### src/rtl/wdog_pkg.sv
package wdog_pkg;

   // Register layout, MSB first: bit4 source, bit3 stop-run, bit2 halt-run, bits1:0 tap
   typedef struct packed {
      logic       xtal_sel;
      logic       stop_run;
      logic       halt_run;
      logic [1:0] tap;
   } wdog_cfg_t;

   localparam wdog_cfg_t CFG_DEFAULT = '{xtal_sel: 1'b0, stop_run: 1'b1,
                                         halt_run: 1'b1, tap: 2'b01};

   localparam int unsigned CFG_BITS = $bits(wdog_cfg_t);

endpackage

### src/rtl/wdog_win.sv
module wdog_win #(
   parameter int unsigned WIN_CYCLES = 128
) (
   input  logic clk_i,
   input  logic por_ni,
   input  logic reopen_i,
   output logic open_o
);
   localparam int unsigned WW = $clog2(WIN_CYCLES + 1);
   localparam logic [WW-1:0] WLIM = WW'(WIN_CYCLES);

   logic [WW-1:0] age_q;

   always_ff @(posedge clk_i or negedge por_ni) begin
      if (!por_ni)             age_q <= '0;
      else if (reopen_i)       age_q <= '0;
      else if (age_q < WLIM)   age_q <= age_q + WW'(1);
   end

   assign open_o = (age_q < WLIM);

   // once closed, only a reopen event can open it again
   p_lock_holds_r8: assert property (@(posedge clk_i) disable iff (!por_ni)
      (!open_o && !reopen_i) |=> !open_o);

endmodule

### src/rtl/wdog_cfg.sv
module wdog_cfg
   import wdog_pkg::*;
#(
   parameter int unsigned       ADDR_W   = 8,
   parameter logic [ADDR_W-1:0] CFG_ADDR = 'h0F
) (
   input  logic              clk_i,
   input  logic              por_ni,
   input  logic              win_open_i,
   input  logic              restore_i,
   input  logic              we_i,
   input  logic [ADDR_W-1:0] addr_i,
   input  logic [7:0]        wdata_i,
   output wdog_cfg_t         cfg_o
);
   logic hit;
   assign hit = we_i && (addr_i == CFG_ADDR) && win_open_i;

   always_ff @(posedge clk_i or negedge por_ni) begin
      if (!por_ni)        cfg_o <= CFG_DEFAULT;
      else if (restore_i) cfg_o <= CFG_DEFAULT;
      else if (hit)       cfg_o <= wdog_cfg_t'(wdata_i[CFG_BITS-1:0]);
   end

   p_cfg_locked_r8: assert property (@(posedge clk_i) disable iff (!por_ni)
      (!win_open_i && !restore_i) |=> $stable(cfg_o));
   p_addr_filter_r9: assert property (@(posedge clk_i) disable iff (!por_ni)
      (!restore_i && !(we_i && addr_i == CFG_ADDR)) |=> $stable(cfg_o));
   p_restore_r11: assert property (@(posedge clk_i) disable iff (!por_ni)
      restore_i |=> (cfg_o == CFG_DEFAULT));

endmodule

### src/rtl/wdog_cnt.sv
module wdog_cnt
   import wdog_pkg::*;
#(
   parameter int unsigned XTAL_BASE = 256,
   parameter int unsigned RC_BASE   = 5
) (
   input  logic      clk_i,
   input  logic      por_ni,
   input  wdog_cfg_t cfg_i,
   input  logic      rc_tick_i,
   input  logic      kick_i,
   input  logic      halt_i,
   input  logic      stop_i,
   output logic      fire_o
);
   localparam int unsigned MAXB = (XTAL_BASE > RC_BASE) ? XTAL_BASE : RC_BASE;
   localparam int unsigned CW   = $clog2(MAXB * 16 + 1);

   logic          en_q;
   logic [CW-1:0] cnt_q;
   logic [CW-1:0] base, term;
   logic          step, frozen, advance;

   // the count source is picked at run time; the base for each is fixed at elaboration
   assign base = cfg_i.xtal_sel ? CW'(XTAL_BASE) : CW'(RC_BASE);

   always_comb begin
      unique case (cfg_i.tap)
         2'b00:   term = base;
         2'b01:   term = base << 1;
         2'b10:   term = base << 2;
         default: term = base << 4;
      endcase
   end

   assign step    = cfg_i.xtal_sel ? 1'b1 : rc_tick_i;
   assign frozen  = (halt_i && !cfg_i.halt_run) || (stop_i && !cfg_i.stop_run);
   assign advance = en_q && step && !frozen;

   always_ff @(posedge clk_i or negedge por_ni) begin
      if (!por_ni) begin
         en_q   <= 1'b0;
         cnt_q  <= '0;
         fire_o <= 1'b0;
      end else begin
         fire_o <= 1'b0;
         if (kick_i) begin
            en_q  <= 1'b1;
            cnt_q <= '0;
         end else if (advance) begin
            if (cnt_q >= term - CW'(1)) begin
               fire_o <= 1'b1;
               en_q   <= 1'b0;
               cnt_q  <= '0;
            end else begin
               cnt_q <= cnt_q + CW'(1);
            end
         end
      end
   end

   p_pulse_one_r11: assert property (@(posedge clk_i) disable iff (!por_ni)
      fire_o |=> !fire_o);
   p_kick_wins_r13: assert property (@(posedge clk_i) disable iff (!por_ni)
      kick_i |=> !fire_o);
   p_idle_quiet_r1: assert property (@(posedge clk_i) disable iff (!por_ni)
      (!en_q && !kick_i) |=> !fire_o);
   p_halt_freeze_r6: assert property (@(posedge clk_i) disable iff (!por_ni)
      (halt_i && !cfg_i.halt_run && !kick_i) |=> $stable(cnt_q));
   p_stop_freeze_r7: assert property (@(posedge clk_i) disable iff (!por_ni)
      (stop_i && !cfg_i.stop_run && !kick_i) |=> $stable(cnt_q));

endmodule

### src/rtl/wdog_lockable.sv
module wdog_lockable
   import wdog_pkg::*;
#(
   parameter int unsigned       WIN_CYCLES = 128,
   parameter int unsigned       ADDR_W     = 8,
   parameter logic [ADDR_W-1:0] CFG_ADDR   = 'h0F,
   parameter int unsigned       XTAL_BASE  = 256,
   parameter int unsigned       RC_BASE    = 5
) (
   input  logic              clk_i,
   input  logic              por_ni,
   input  logic              rc_tick_i,
   input  logic              kick_i,
   input  logic              halt_i,
   input  logic              stop_i,
   input  logic              stop_wake_i,
   input  logic              cfg_we_i,
   input  logic [ADDR_W-1:0] cfg_addr_i,
   input  logic [7:0]        cfg_wdata_i,
   output logic              wdt_rst_o,
   output logic              wdt_cause_o
);
   if (WIN_CYCLES < 1) begin : g_bad_win
      $error("wdog_lockable: WIN_CYCLES must be at least 1");
   end
   if (XTAL_BASE < 1 || RC_BASE < 1) begin : g_bad_base
      $error("wdog_lockable: base counts must be at least 1");
   end
   if (ADDR_W < 1) begin : g_bad_addr
      $error("wdog_lockable: ADDR_W must be at least 1");
   end

   wdog_cfg_t cfg;
   logic      win_open;
   logic      fire;

   wdog_win #(.WIN_CYCLES(WIN_CYCLES)) u_win (
      .clk_i    (clk_i),
      .por_ni   (por_ni),
      .reopen_i (stop_wake_i || fire),
      .open_o   (win_open)
   );

   wdog_cfg #(.ADDR_W(ADDR_W), .CFG_ADDR(CFG_ADDR)) u_cfg (
      .clk_i      (clk_i),
      .por_ni     (por_ni),
      .win_open_i (win_open),
      .restore_i  (fire),
      .we_i       (cfg_we_i),
      .addr_i     (cfg_addr_i),
      .wdata_i    (cfg_wdata_i),
      .cfg_o      (cfg)
   );

   wdog_cnt #(.XTAL_BASE(XTAL_BASE), .RC_BASE(RC_BASE)) u_cnt (
      .clk_i     (clk_i),
      .por_ni    (por_ni),
      .cfg_i     (cfg),
      .rc_tick_i (rc_tick_i),
      .kick_i    (kick_i),
      .halt_i    (halt_i),
      .stop_i    (stop_i),
      .fire_o    (fire)
   );

   always_ff @(posedge clk_i or negedge por_ni) begin
      if (!por_ni)   wdt_cause_o <= 1'b0;
      else if (fire) wdt_cause_o <= 1'b1;
   end

   assign wdt_rst_o = fire;

   p_cause_set_r12: assert property (@(posedge clk_i) disable iff (!por_ni)
      wdt_rst_o |=> wdt_cause_o);
   p_cause_sticky_r12: assert property (@(posedge clk_i) disable iff (!por_ni)
      wdt_cause_o |=> wdt_cause_o);

endmodule

### config.mk
export PLATFORM = sky130hd
export DESIGN_NAME = wdog_lockable
export DESIGN_NICKNAME = d
export VERILOG_FILES = /design/src/rtl/wdog_pkg.sv /design/src/rtl/wdog_win.sv /design/src/rtl/wdog_cfg.sv /design/src/rtl/wdog_cnt.sv /design/src/rtl/wdog_lockable.sv
export SDC_FILE = /design/constraint.sdc
export NUM_CORES = 1
export LEC_CHECK = 0
export CORE_AREA = 8 8 83 63
export DETAILED_ROUTE_END_ITERATION = 10
export DIE_AREA = 0 0 91 71
export PLACE_DENSITY = 0.84
export SYNTH_ARGS = -nofsm -noshare
export SYNTH_HDL_FRONTEND = slang
export SYNTH_HIERARCHICAL = 1
export SYNTH_SLANG_ARGS = --single-unit
### constraint.sdc
create_clock -name clk_i -period 2.95 [get_ports clk_i]
set_input_delay 0.7375 -clock clk_i [delete_from_list [all_inputs] [get_ports clk_i]]
set_output_delay 0.7375 -clock clk_i [all_outputs]
set_load 0.01 [all_outputs]
==> results of run 1 <==
[worst max path at each step]
stage | startpoint | endpoint | slack [ps] | cells past startpoint
floorplan | u_cfg/cfg_o[0] | u_cnt/en_q | 190 | 13
global placement | u_cfg/cfg_o[0] | u_cnt/cnt_q[3] | 160 | 12
detailed placement | u_cfg/cfg_o[0] | u_cnt/cnt_q[8] | 80 | 12
CTS | u_cfg/cfg_o[0] | u_cnt/cnt_q[11] | 20 | 12
global route | u_cfg/cfg_o[0] | u_cnt/en_q | 70 | 12
finish | u_cfg/cfg_o[0] | u_cnt/en_q | 200 | 12
[worst max-delay path, cell delays in order (launching register included)]
cell,delay (ps)
dfstp_2,550
inv_1,60
nand2_1,120
ha_4,190
xor2_1,140
nand2_1,70
ha_1,310
nand4_1,120
or3_1,380
a21oi_2,180
a211oi_4,100
nand2b_1,220
a21o_1,200
[power groups by stage]
stage | combinational, uW | sequential (uW) | clock [uW]
global placement | 96.1 | 431 | 0
global route | 118 | 425 | 383
CTS | 103 | 425 | 368
finish | 107 | 424 | 357
detailed placement | 100 | 432 | 0
floorplan | 53.7 | 428 | 0
[cell usage after synthesis (2+ instances only)]
cell type and number:
dfrtp_1 26, or2_1 2, and3_1 5, clkbuf_1 4, ha_1 16, nor2b_1 3
nand4b_1 2, dfstp_2 3, inv_1 5, or3_1 3, nand2b_1 6, xnor2_1 5
nand2_1 10, nand4_1 5, o21ai_0 4, a21o_1 2, nor2_1 27, nor3_4 2
a21oi_1 11, a21oi_2 2, nand3_1 12, mux2i_1 6, xor2_1 12
[timing repair]
action	in CTS	in global routing
gates resized for setup	0	2
buffers inserted	0	1
setup endpoints to repair	0	14
[area by class of cell]
cell class              instances  area (sq um)  share of cell area
multi-input cells             150          1100               0.486
flip-flops and latches         29           729               0.321
repair buffers                 26           250               0.110
clock buffers                   7          96.3              0.0424
well taps                      55          68.8              0.0303
inverters                       5          18.8             0.00826
clock inverters                 1          5.00             0.00220
[cells by family (layout without fill, tap and decap cells)]
logic type / after synthesis / in the layout / share of synthesized area
DFF: 29 / 29 / 0.393
adders and majority gates: 16 / 16 / 0.108
and+or+nand+nor: 83 / 83 / 0.253
xor gates and xnor gates: 17 / 17 / 0.0803
buffers and inverters: 10 / 39 / 0.0243
muxes: 6 / 6 / 0.0324
AOI/OAI and AO/OA: 27 / 28 / 0.109
[state kept, by name, indices dropped and copies added (netlist names)]
| register | cells |
|---|---|
| u_cnt/cnt_q | 13 |
| u_win/age_q | 8 |
| u_cfg/cfg_o | 5 |
| u_cnt/en_q | 1 |
| u_cnt/fire_o | 1 |
| wdt_cause_o | 1 |
[layer usage]
layer	part of all wire	vias up	global-route usage
met4	0.011	0	0.0398
met2	0.47	36	0.201
met3	0.045	9	0.0359
met5	0	-	0
li1	-	724	-
met1	0.47	719	0.156
[through the flow]
stage                     hold slack, ps  setup slack, ps  utilization
after floorplan                      442              186            -
after global placement               446              162        0.528
after detailed placement             451             79.3        0.528
after CTS                            464             21.9        0.553
after global routing                 482             65.2        0.560
final                                457              197        0.560
==> flow_metrics.py, run 1 <==
metrics = {
    "floorplan": {
        "row_count": 20,
        "die_w_um": 91,
        "core_area_sq_um": 4050,
        "die-height_um": 71,
        "design.die.area_sq_um": 6460,
        "ioPinCount": 26,
        "initial_utilization": 0.457,
    },
    "clock_network": {
        "numClockSinks": 29,
        "cts_buffers": 5,
        "cts-root-buf": "clkbuf_8",
        "path_clk_slew_ps": 60,
        "cts_buffer_depth": 2,
        "cts_tree": "yes",
        "h-tree-depth": 2,
        "clk_latency_ps": 280,
        "holdBufCountCts": 0,
    },
    "sta": {
        "rsz0062_at_grt": "false",
        "min_period_ps": 2750,
        "tightest_slew_ps": 496,
        "finalHoldViolCount": 0,
        "max_freq_mhz": 363,
        "setup_viol": 0,
        "skew_ps": 7.56,
        "fin_crit_sh": 0.933,
        "finalSetupTns_ps": 0,
        "relSlewSlack": 0.669,
        "drv_slew": 0,
    },
    "drt": {
        "firstDrtPassIters": 4,
        "vias_per_cell": 5.45,
        "drc": 0,
        "routedWlPerCell_um": 15.1,
        "drt_wl_total_um": 4130,
        "drt_iter0_drc": 93,
        "vias": 1488,
        "route.antenna.remaining_nets": 0,
    },
    "grt": {
        "grt_pass1_wl_um": 6560,
        "antenna_found_initial": 0,
        "grt_pass1_vias": 1447,
        "grt_max_degree": 30,
        "grt_usage": 0.125,
        "overflow": 0,
    },
    "power": {
        "p_leak_uw": 0.00109,
        "power_frac_comb": 0.120,
        "finalPower_uw": 888,
        "clkPwrFrac": 0.402,
        "p_int_uw": 674,
        "ir_drop_v": 0.000261,
        "p_sw_frac": 0.241,
        "p_seq_frac": 0.477,
        "power_density_nw_per_um2": 391,
        "p_switching_uw": 214,
    },
    "place": {
        "gp_congestion": 0.811,
        "dp.cells": 263,
        "placed_cell_area_sq_um": 2140,
        "portBuffers": 22,
        "hpwl_um": 2910,
    },
    "critical_path": {
        "criticalPathCategory": "reg -> reg",
        "cp-end-kind": "flip-flop",
        "crit_required_ps": 3120,
        "cp_max_fo": 7,
        "r2r_end": "u_cnt/en_q",
        "worst-r2r-cell-count": 12,
        "r2r_setup_slack_ps": 200,
        "r2r-start": "u_cfg/cfg_o[0]",
        "arrival_ps": 2920,
        "startpoint_type": "flip-flop",
    },
    "cells_and_area": {
        "n_antenna_cell": 0,
        "fin_nets": 257,
        "layout.cells.non_filler": 273,
        "fillers": 374,
        "final_cell_mix": "nor2_1, dfrtp_1, clkdlybuf4s50_1",
        "final_area_sq_um": 2270,
        "final_common_cell": "nor2_1",
        "synthToLayoutAreaGrowth_pct": 22.5,
        "drive_above_1_share": 0.138,
    },
    "hold_path": {
        "hold_path_class": "reg -> reg",
        "whs_endpoint": "wdt_cause_o",
        "holdCritStartpoint": "wdt_cause_o",
        "hold_depth": 1,
    },
    "logic_synthesis": {
        "ys_ff_latch": 29,
        "synth.distinct_cells": 38,
        "yosysWarnings": 6,
        "synth_area_sq_um": 1850,
        "synth_area_leaders": "dfrtp_1, ha_1, xor2_1, nor2_1, dfstp_2",
        "synth_largest_area_cell": "dfrtp_1",
        "synthCells": 188,
        "synth_area_per_cell_sq_um": 9.86,
        "synth.net_count": 228,
        "synth_top_flop_cell": "dfrtp_1",
        "synth-edff-count": 0,
        "async_reset_ff_frac": 1.00,
        "ys_seq_area_frac": 0.393,
        "synth_top_area_share": 0.351,
    },
    "status": {
        "status": "complete, no violations",
    },
    "flow_run": {
        "cap_violations": 0,
    },
}
(Power assumes the default switching activity.)
==> run 2: changes to the inputs <==
Settings changed: CTS_BUF_LIST set to sky130_fd_sc_hd__clkbuf_16.
==> flow_metrics.py, run 2 (same netlist as run 1, synthesis figures left out) <==
metrics = {
    "status": {
        "status": "complete, no violations",
    },
    "grt": {
        "overflow": 0,
        "grt_max_degree": 30,
        "antenna_found_initial": 0,
        "grt_pass1_wl_um": 6710,
        "grt_pass1_vias": 1417,
        "grt_usage": 0.131,
    },
    "floorplan": {
        "ioPinCount": 26,
        "core_area_sq_um": 4050,
        "row_count": 20,
        "initial_utilization": 0.457,
        "design.die.area_sq_um": 6460,
        "die_w_um": 91,
        "die-height_um": 71,
    },
    "clock_network": {
        "cts_buffers": 5,
        "numClockSinks": 29,
        "cts_tree": "yes",
        "path_clk_slew_ps": 50,
        "h-tree-depth": 2,
        "cts_buffer_depth": 2,
        "clk_latency_ps": 280,
        "cts-root-buf": "clkbuf_16",
    },
    "sta": {
        "relSlewSlack": 0.675,
        "min_period_ps": 2810,
        "drv_slew": 0,
        "finalHoldViolCount": 0,
        "skew_ps": 4.09,
        "fin_crit_sh": 0.952,
        "finalSetupTns_ps": 0,
        "max_freq_mhz": 356,
        "tightest_slew_ps": 486,
        "rsz0062_at_grt": "false",
        "setup_viol": 0,
    },
    "drt": {
        "firstDrtPassIters": 4,
        "drt_iter0_drc": 74,
        "routedWlPerCell_um": 15.4,
        "vias_per_cell": 5.36,
        "drc": 0,
        "vias": 1463,
        "drt_wl_total_um": 4200,
        "route.antenna.remaining_nets": 0,
    },
    "cells_and_area": {
        "seqCellArea_sq_um": 729,
        "reg.largest.list": "u_cnt/cnt_q: 13 flops, u_win/age_q: 8 flops, u_cfg/cfg_o: 5 flops",
        "synthToLayoutAreaGrowth_pct": 24.5,
        "final_cell_mix": "nor2_1, dfrtp_1, clkdlybuf4s50_1",
        "drive_above_1_share": 0.128,
        "fillers": 363,
        "final_area_sq_um": 2310,
        "final_common_cell": "nor2_1",
        "largest_reg_flops": 13,
        "final_core_utilization": 0.569,
        "multi_input_area_sq_um": 1100,
        "fin_nets": 257,
        "n_antenna_cell": 0,
        "top_register": "u_cnt/cnt_q",
    },
    "critical_path": {
        "criticalPathCategory": "reg -> reg",
        "arrival_ps": 2960,
        "cp_max_fo": 7,
        "crit_required_ps": 3100,
        "cp-end-kind": "flip-flop",
        "startpoint_type": "flip-flop",
    },
    "hold_path": {
        "hold_path_class": "reg -> reg",
    },
    "place": {
        "placed_cell_area_sq_um": 2140,
        "gp_congestion": 0.811,
        "hpwl_um": 2910,
        "portBuffers": 22,
    },
    "power": {
        "p_leak_uw": 0.00111,
        "ir_drop_v": 0.000309,
        "power_density_nw_per_um2": 434,
    },
    "flow_run": {
        "cap_violations": 0,
    },
}
[run 2: cell types whose count changed in the layout (fill, tap and decap cells not counted)]
cell       change
clkbuf_8       -7
clkbuf_16      +5
clkinv_1       +2
[run 2: per-stage QoR]
stage	power [uW]	std cells	hold slack, ps	setup slack [ps]
floorplan	482	188	442	186
detailed placement	532	263	451	79.3
finish	1000	273	465	141
CTS	1010	271	462	22.3
global placement	527	263	446	162
global route	1040	273	478	39.8
[run 2: per-layer routing]
metal  GRT usage  vias up  part of all wire
li1            -      724                 -
met1       0.164      707              0.48
met2       0.204       23              0.47
met3      0.0328        9             0.026
met4      0.0705        0             0.023
met5           0        -                 0
[run 2: repair_timing]
item / CTS / global route
endpoints found under the setup margin: 10 / 12
cloned: 0 / 1
hold buffers: 0 / 0
buffers inserted: 0 / 1
resized for setup: 1 / 1
pin swaps: 0 / 1
[run 2: path summary, 6_finish.rpt]
check | from | to | slack (ps) | depth (start not counted)
worst max-delay path | u_cfg/cfg_o[0] | u_cnt/cnt_q[3] | 140 | 12
worst min-delay path | wdt_cause_o | wdt_cause_o | 460 | 1
worst max register to register | u_cfg/cfg_o[0] | u_cnt/cnt_q[3] | 140 | 12
worst min register to register | wdt_cause_o | wdt_cause_o | 460 | 1
max in group asynchronous | por_ni | u_cfg/cfg_o[0] | 1790 | 2
min in group asynchronous | por_ni | u_cfg/cfg_o[1] | 850 | 2
[run 2: final cells by class]
| type | count | share of cell area |
|---|---|---|
| multi-input cells | 150 | 0.478 |
| flip-flops and latches | 29 | 0.316 |
| repair buffers | 26 | 0.108 |
| clock buffers | 5 | 0.0542 |
| well taps | 55 | 0.0298 |
| inverters | 5 | 0.00813 |
| clock inverters | 3 | 0.00542 |
[run 2: report_power, final]
group          switching [uW]  leakage, uW  internal, uW  total (uW)
combinational            52.0     0.000662          53.5         106
sequential               14.2     0.000375           411         425
clock                     168    0.0000687           303         471
[run 2: critical path, stage by stage (launching register included)]
cell and delay, ps:
dfstp_2 550, inv_1 60, nand2_1 110, ha_4 200
xor2_1 190, nand2_1 80, ha_1 310, nand4_1 140
or3_1 390, a21oi_2 180, a211oi_4 100, o21bai_2 300
nor2_1 90
